**src/rtl/wsg_pkg.sv**
```systemverilog
package wsg_pkg;
  typedef enum logic {
    WMODE_EARLY = 1'b0,
    WMODE_CLEAN = 1'b1
  } wait_mode_e;
endpackage

```
**src/rtl/wsg_page_wait.sv**
```systemverilog
module wsg_page_wait #(
  parameter int unsigned PAGE_W    = 8,
  parameter int unsigned FAST_LOG2 = 3,
  parameter logic [PAGE_W-1:0] FAST_BASE = 8'hE8
) (
  input  logic              clk_i,
  input  logic              rst_ni,
  input  logic              mem_cycle_i,
  input  logic [PAGE_W-1:0] page_i,
  output logic              page_ok_o
);
  localparam int unsigned TAG_W = PAGE_W - FAST_LOG2;

  logic mem_q;
  logic fast_page;
  logic first_cyc;

  assign fast_page = (page_i[PAGE_W-1:FAST_LOG2] == FAST_BASE[PAGE_W-1:FAST_LOG2]);
  assign first_cyc = mem_cycle_i && !mem_q;
  assign page_ok_o = !(first_cyc && !fast_page);

  always_ff @(posedge clk_i or negedge rst_ni) begin
    if (!rst_ni) mem_q <= 1'b0;
    else         mem_q <= mem_cycle_i;
  end


  fast_no_wait_chk: assert property (@(posedge clk_i) disable iff (!rst_ni)
    (mem_cycle_i && page_i[PAGE_W-1:FAST_LOG2] == TAG_W'(FAST_BASE >> FAST_LOG2)) |-> page_ok_o);

  one_wait_only_chk: assert property (@(posedge clk_i) disable iff (!rst_ni)
    (mem_cycle_i && !page_ok_o) |=> (mem_cycle_i -> page_ok_o));
endmodule

```
**src/rtl/wsg_video_wait.sv**
```systemverilog
module wsg_video_wait
  import wsg_pkg::*;
#(
  parameter int unsigned CNT_W    = 4,
  parameter int unsigned EARLY_AT = 9
) (
  input  logic clk_i,
  input  logic rst_ni,
  input  logic en_i,
  input  logic mode_i,
  input  logic sel_i,
  output logic vid_ok_o
);
  localparam logic [CNT_W-1:0] CNT_MAX   = {CNT_W{1'b1}};
  localparam logic [CNT_W-1:0] CNT_EARLY = CNT_W'(EARLY_AT);

  logic [CNT_W-1:0] cnt_q;
  logic             sel_q;
  logic             release_ev;
  logic             at_top;

  assign release_ev = sel_q && !sel_i;
  assign at_top     = (cnt_q == CNT_MAX);

  always_ff @(posedge clk_i or negedge rst_ni) begin
    if (!rst_ni) begin
      cnt_q <= CNT_MAX;
      sel_q <= 1'b0;
    end else begin
      sel_q <= sel_i;
      if (!en_i)           cnt_q <= CNT_MAX;
      else if (release_ev) cnt_q <= '0;
      else if (!at_top)    cnt_q <= cnt_q + CNT_W'(1);
    end
  end

  generate
    if (EARLY_AT < (1 << CNT_W) - 1) begin : g_early
      logic early_ok;
      assign early_ok = (cnt_q >= CNT_EARLY) && cnt_q[0];
      assign vid_ok_o = at_top || ((wait_mode_e'(mode_i) == WMODE_EARLY) && early_ok);
    end else begin : g_clean
      assign vid_ok_o = at_top;
    end
  endgenerate


  restart_zero_chk: assert property (@(posedge clk_i) disable iff (!rst_ni)
    (en_i && sel_q && !sel_i) |=> (cnt_q == '0 && !vid_ok_o));

  clean_rise_chk: assert property (@(posedge clk_i) disable iff (!rst_ni)
    (mode_i && $rose(vid_ok_o)) |-> (cnt_q == CNT_MAX));

  idle_when_off_chk: assert property (@(posedge clk_i) disable iff (!rst_ni)
    !en_i |=> vid_ok_o);

  no_wrap_chk: assert property (@(posedge clk_i) disable iff (!rst_ni)
    (at_top && !(en_i && release_ev)) |=> at_top);
endmodule

```
**src/rtl/wsg_strobe_split.sv**
```systemverilog
module wsg_strobe_split (
  input  logic clk_i,
  input  logic rst_ni,
  input  logic mem_cycle_i,
  input  logic strobe_ni,
  output logic we_no,
  output logic cru_clk_no
);
  assign we_no      = strobe_ni || !mem_cycle_i;
  assign cru_clk_no = strobe_ni || mem_cycle_i;


  strobe_excl_chk: assert property (@(posedge clk_i) disable iff (!rst_ni)
    $onehot0({!we_no, !cru_clk_no}));

  strobe_idle_chk: assert property (@(posedge clk_i) disable iff (!rst_ni)
    strobe_ni |-> (we_no && cru_clk_no));
endmodule

```
**src/rtl/wsg_ready_gen.sv**
```systemverilog
module wsg_ready_gen #(
  parameter int unsigned PAGE_W    = 8,
  parameter int unsigned FAST_LOG2 = 3,
  parameter logic [PAGE_W-1:0] FAST_BASE = 8'hE8,
  parameter int unsigned CNT_W     = 4,
  parameter int unsigned EARLY_AT  = 9
) (
  input  logic              clk_i,
  input  logic              rst_ni,
  input  logic              mem_cycle_i,
  input  logic [PAGE_W-1:0] page_i,
  input  logic              vid_rd_i,
  input  logic              vid_wr_i,
  input  logic              snd_busy_i,
  input  logic              vwait_en_i,
  input  logic              wait_mode_i,
  input  logic              strobe_ni,
  output logic              ready_o,
  output logic              we_no,
  output logic              cru_clk_no
);
  logic page_ok;
  logic vid_ok;

  wsg_page_wait #(
    .PAGE_W(PAGE_W), .FAST_LOG2(FAST_LOG2), .FAST_BASE(FAST_BASE)
  ) u_page (
    .clk_i(clk_i), .rst_ni(rst_ni), .mem_cycle_i(mem_cycle_i),
    .page_i(page_i), .page_ok_o(page_ok)
  );

  wsg_video_wait #(.CNT_W(CNT_W), .EARLY_AT(EARLY_AT)) u_video (
    .clk_i(clk_i), .rst_ni(rst_ni), .en_i(vwait_en_i), .mode_i(wait_mode_i),
    .sel_i(vid_rd_i || vid_wr_i), .vid_ok_o(vid_ok)
  );

  wsg_strobe_split u_strobe (
    .clk_i(clk_i), .rst_ni(rst_ni), .mem_cycle_i(mem_cycle_i),
    .strobe_ni(strobe_ni), .we_no(we_no), .cru_clk_no(cru_clk_no)
  );

  assign ready_o = !snd_busy_i && page_ok && vid_ok;


  snd_hold_chk: assert property (@(posedge clk_i) disable iff (!rst_ni)
    snd_busy_i |-> !ready_o);

  ready_and_chk: assert property (@(posedge clk_i) disable iff (!rst_ni)
    ready_o |-> (page_ok && vid_ok));
endmodule

```
**config.mk**
```make
export PLATFORM = sky130hd
export DESIGN_NAME = wsg_ready_gen
export DESIGN_NICKNAME = d
export VERILOG_FILES = /design/src/rtl/wsg_pkg.sv /design/src/rtl/wsg_page_wait.sv /design/src/rtl/wsg_video_wait.sv /design/src/rtl/wsg_strobe_split.sv /design/src/rtl/wsg_ready_gen.sv
export SDC_FILE = /design/constraint.sdc
export NUM_CORES = 1
export LEC_CHECK = 0
export BUFFER_PORTS_ARGS = -buffer_cell sky130_fd_sc_hd__buf_2
export CELL_PAD_IN_SITES_DETAIL_PLACEMENT = 2
export CELL_PAD_IN_SITES_GLOBAL_PLACEMENT = 2
export CORE_MARGIN = 1.5
export CORE_UTILIZATION = 24
export CTS_CLUSTER_DIAMETER = 80
export CTS_CLUSTER_SIZE = 14
export DETAILED_ROUTE_END_ITERATION = 16
export PLACE_DENSITY_LB_ADDON = 0.1
export SYNTH_ARGS = -nofsm -noshare
export SYNTH_HDL_FRONTEND = slang
export SYNTH_SLANG_ARGS = --single-unit
```
**constraint.sdc**
```tcl
create_clock -name clk_i -period 2.67 [get_ports clk_i]
set_clock_uncertainty 0.05 [all_clocks]
set_input_delay 0.534 -clock clk_i [delete_from_list [all_inputs] [get_ports clk_i]]
set_output_delay 0.534 -clock clk_i [all_outputs]
set_load 0.02 [all_outputs]
```
# After elaboration in Yosys (flattened, before gate mapping)

Cells that the tools add are included.

Flip-flop bits (word level): 6
Bits of input ports: 17
Output and inout bits: 3
Logic and storage cells: 29

$add $sub $neg: 1
$lt $le $gt $ge: 1
Equality and inequality tests: 3
Muxes and demuxes: 3
Bitwise operators: 1
Reduce and logical (&&, ||, !) cells: 17

Operators with widths:

| cell                | number |
|---|---|
| $mux 4              | 3 |
| $logic_and 1x1->1   | 7 |
| $logic_not 1->1     | 6 |
| $eq 5x5->1 const B  | 1 |
| $add 4x1->4 const B | 1 |
| $eq 4x4->1 const B  | 1 |
| $ge 4x4->1 const B  | 1 |
| $logic_or 1x1->1    | 4 |
| $ne 3x2->1 const B  | 1 |
| $not 1->1           | 1 |

# Logic depth before layout (Yosys ltp)

Word-level depth: 6
Gate-level depth with buffers: 5
Depth with buffers taken out: 5

# By module

From an unflattened synthesis, not the netlist that was laid out.

Cell total of the unflattened synthesis: 37
Area, all modules: 374.1 µm²

By module, submodules not included:

| module           | times used | cells each | area an instance (µm²) | sequential area each (µm²) |
|---|---|---|---|---|
| wsg_video_wait   | 1          | 28         | 292.8                  | 130.1 |
| wsg_page_wait    | 1          | 5          | 53.8                   | 25.0 |
| wsg_ready_gen    | 1          | 2          | 15.0                   | 0.0 |
| wsg_strobe_split | 1          | 2          | 12.5                   | 0.0 |

# Worst setup path after synthesis

No wires, ideal clock.

Path kind: register to output
Start: register u_video.cnt_q[0]
End: output ready_o
Arrival: 1,456 ps
Data required time: 2,086 ps
Path slack: 630 ps
Stages on the path, launching flop included: 5
Path buffers: 0
Cell sequence: dfstp_2 inv_1 ha_1 a211o_1 a221oi_2

Longest elaborated chain between the ends: 5
Elaborated cells on any way between the ends: 6
Those cells by class: order compare (1); eq/ne (1); reduce/logical (4)

RTL lines:

| element                | RTL line             | RTL |
|---|---|---|
| from (decl)            | wsg_video_wait.sv:17 | `logic [CNT_W-1:0] cnt_q;` |
| from (signal assigned) | wsg_video_wait.sv:33 | `else if (!at_top) cnt_q <= cnt_q + CNT_W'(1);` |
| $ge 4x4->1             | wsg_video_wait.sv:40 | `assign early_ok = (cnt_q >= CNT_EARLY) && cnt_q[0];` |
| $logic_and 1x1->1      | wsg_video_wait.sv:40 |  |
| $logic_and 1x1->1      | wsg_video_wait.sv:41 | `assign vid_ok_o = at_top \|\| ((wait_mode_e'(mode_i) == WMODE_EARLY) && early_ok);` |
| $logic_or 1x1->1 (*)   | wsg_video_wait.sv:41 |  |
| $logic_and 1x1->1 (*)  | wsg_ready_gen.sv:42  | `assign ready_o = !snd_busy_i && page_ok && vid_ok;` |
| to (decl)              | wsg_ready_gen.sv:18  | `output logic ready_o,` |

Every way passes the cells marked *; elsewhere a longest branch is shown, timed or not.

# Worst setup path in the final report

Same ends and word-level chain as after synthesis.

==> results.json <==
{
  "status": "completed",
  "cp_data_required_time_ps": 2090,
  "vdd_ir_drop_max_uv": 306,
  "rows": 13,
  "antenna_found_initial": 0,
  "root_buffer": "clkbuf_4",
  "timing_worst_setup_path_type": "flip-flop to output pin",
  "cts_buffers": 3,
  "met3_length_um": 31,
  "clock_sinks": 6,
  "met2_length_um": 498,
  "finalCriticalPeriod_ps": 2360,
  "layout_setup_ws_ps": 308,
  "r2r-end": "u_video.cnt_q[0]$_DFFE_PN1P_",
  "ys_ff_latch": 6,
  "cts_resized": 0,
  "grt_max_degree": 7,
  "drt_pass1_iterations": 1,
  "drive_gt1_share_pct": 48.1,
  "final-hold-violation-count": 0,
  "wl_per_cell_um": 12.5,
  "crit_chain": "inv_1 > ha_1 > a211o_1 > a221oi_2 > buf_2",
  "yosys_warnings": 0,
  "finalMaxSlewViolations": 0,
  "max-clock-path-buffers": 2,
  "grt_first_pass_wirelength_mm": 1.56,
  "gp_congestion": 0.599,
  "die_w_um": 41.4,
  "yosysSeqAreaShare_pct": 43.8,
  "start_kind": "flip-flop",
  "tritoncts": "yes",
  "initial_core_util_pct": 26.5,
  "highest_layer": "met3",
  "p_leak_nw": 0.246,
  "fill_cells": 160,
  "grt.overflow.total": 0,
  "grt_pass1_vias": 347,
  "syn_to_final_growth_pct": 34.3,
  "fmax_mhz": 423,
  "finalCritPeriodShare_pct": 88.5,
  "r2r_cells": 4,
  "vias": 319,
  "synthesis.area_um2": 354,
  "die_h_um": 41.4,
  "diodes": 0,
  "vias_per_cell": 4.62,
  "layout_commonest_cell": "buf_2",
  "slowest_stage": "dfstp_2",
  "track_usage_pct": 12.1,
  "worst-path-max-fanout": 6,
  "seqCellArea_um2": 155,
  "final_nets": 76,
  "utilization_pct": 35.6,
  "die-area_um2": 1710,
  "drc": 0,
  "finalSetupTns_ps": 0,
  "ios": 20,
  "syn_area_per_cell_um2": 10.1,
  "met1_length_um": 334,
  "worst_pin_slew_ps": 225,
  "cpLargestDelayFamily": "flip-flops",
  "cts_setup_buffers": 0,
  "slew_headroom_pct": 84.9,
  "synthDistinctLibCells": 17,
  "rr_startpoint": "u_video.cnt_q[0]$_DFFE_PN1P_",
  "powerDensity_nw_per_um2": 887,
  "multi_input_area_um2": 188,
  "endpoint_kind": "output pin",
  "ant_nets": 0,
  "path_buf_inv": 2,
  "synthCells": 35,
  "dp_slack_ps": 546,
  "final_cell_mix": "16 x buf_2, 5 x o21ai_0, 4 x dfstp_2",
  "cp.arrival_ps": 1780,
  "max_stage_delay_ps": 580,
  "drt_iter0_drc": 0,
  "totalWireLength_um": 863,
  "syn-num-nets": 55,
  "hold_path.class": "primary input to asynchronous set/reset pin",
  "path_clk_slew_ps": 40,
  "insertion_delay_ps": 240,
  "io_buffers": 16,
  "drv_cap": 0,
  "setup_violations": 0,
  "rsz0062_at_grt": "false",
  "power_mw": 0.422,
  "coreArea_um2": 1330,
  "htreeDepth": 1,
  "regToRegSetupSlack_ps": 1210,
  "hold_buffers": 0,
  "hpwl_um": 742
}
==> how the worst max path moves through the flow <==
stage | to | depth (start not counted) | slack [ps] | startpoint
2_1_floorplan | ready_o | 4 | 630 | u_video.cnt_q[0]$_DFFE_PN1P_
3_3_place_gp | ready_o | 5 | 610 | u_video.cnt_q[0]$_DFFE_PN1P_
3_5_place_dp | ready_o | 5 | 550 | u_video.cnt_q[0]$_DFFE_PN1P_
4_1_cts | ready_o | 5 | 280 | u_video.cnt_q[0]$_DFFE_PN1P_
5_1_grt | ready_o | 5 | 230 | u_video.cnt_q[0]$_DFFE_PN1P_
6_report | ready_o | 5 | 310 | u_video.cnt_q[0]$_DFFE_PN1P_
==> registers in the layout, indices dropped and copies added, names as in the netlist <==
signal,flops
u_video.sel_q,1
u_page.mem_q,1
u_video.cnt_q,4
==> power by group <==
group / internal [mW] / switching [mW]
sequential: 0.134 / 0.0323
clock: 0.0506 / 0.0290
combinational: 0.0851 / 0.0912
total: 0.269 / 0.152
==> worst reg2reg max path, stage by stage, from the launching register on <==
cell	delay, ps
dfstp_2	580
ha_1	220
nand3_1	190
xnor2_1	180
o21ai_0	160
==> layer usage <==
layer	track usage (%)	vias up
met5	0	-
met4	7.74	0
met3	3.04	0
met2	21.3	8
met1	12.8	152
li1	-	159
==> synth_stat cells (all sizes together) <==
cell / instances / area share (%)
o21ai: 5 / 7.1
dfstp: 4 / 30
ha: 3 / 11
inv: 3 / 3.2
dfrtp: 2 / 14
mux2i: 2 / 5.7
nand2b: 2 / 3.5
nand3: 2 / 2.8
nor2: 2 / 2.1
nor2b: 2 / 3.5
or2: 2 / 3.5
a211o: 1 / 2.5
a221oi: 1 / 4.2
nand2: 1 / 1.1
nand3b: 1 / 2.1
nand4: 1 / 1.8
xnor2: 1 / 2.5
==> stage by stage <==
stage / hold slack, ps / std cells / area, µm²
floorplan: 188 / 35 / 354
global placement: 307 / 66 / 453
detailed placement: 314 / 66 / 453
CTS: 53.5 / 69 / 475
global route: 56.8 / 69 / 475
finish: 58.8 / 69 / 475
==> cells by family (layout without fill, tap and decap cells) <==
logic type               Yosys count  after routing  share of synthesized area, %
AND/OR/NAND/NOR                   13             13                          20.5
AO/OA/AOI/OAI                      7              7                          13.8
flip-flops                         6              6                          43.8
adder cells (fa/ha/maj)            3              3                          10.6
buffers and inverters              3             22                          3.18
multiplexers                       2              2                          5.65
XOR/XNOR                           1              1                          2.47
==> final cells by class <==
cell class              count  share of cell area [%]
clock buffers               3                    4.74
inverters                   3                    2.37
multi-input cells          26                    39.5
flip-flops and latches      6                    32.6
well taps                  15                    3.95
repair buffers             16                    16.8
Power figures use the tool's default switching activity.
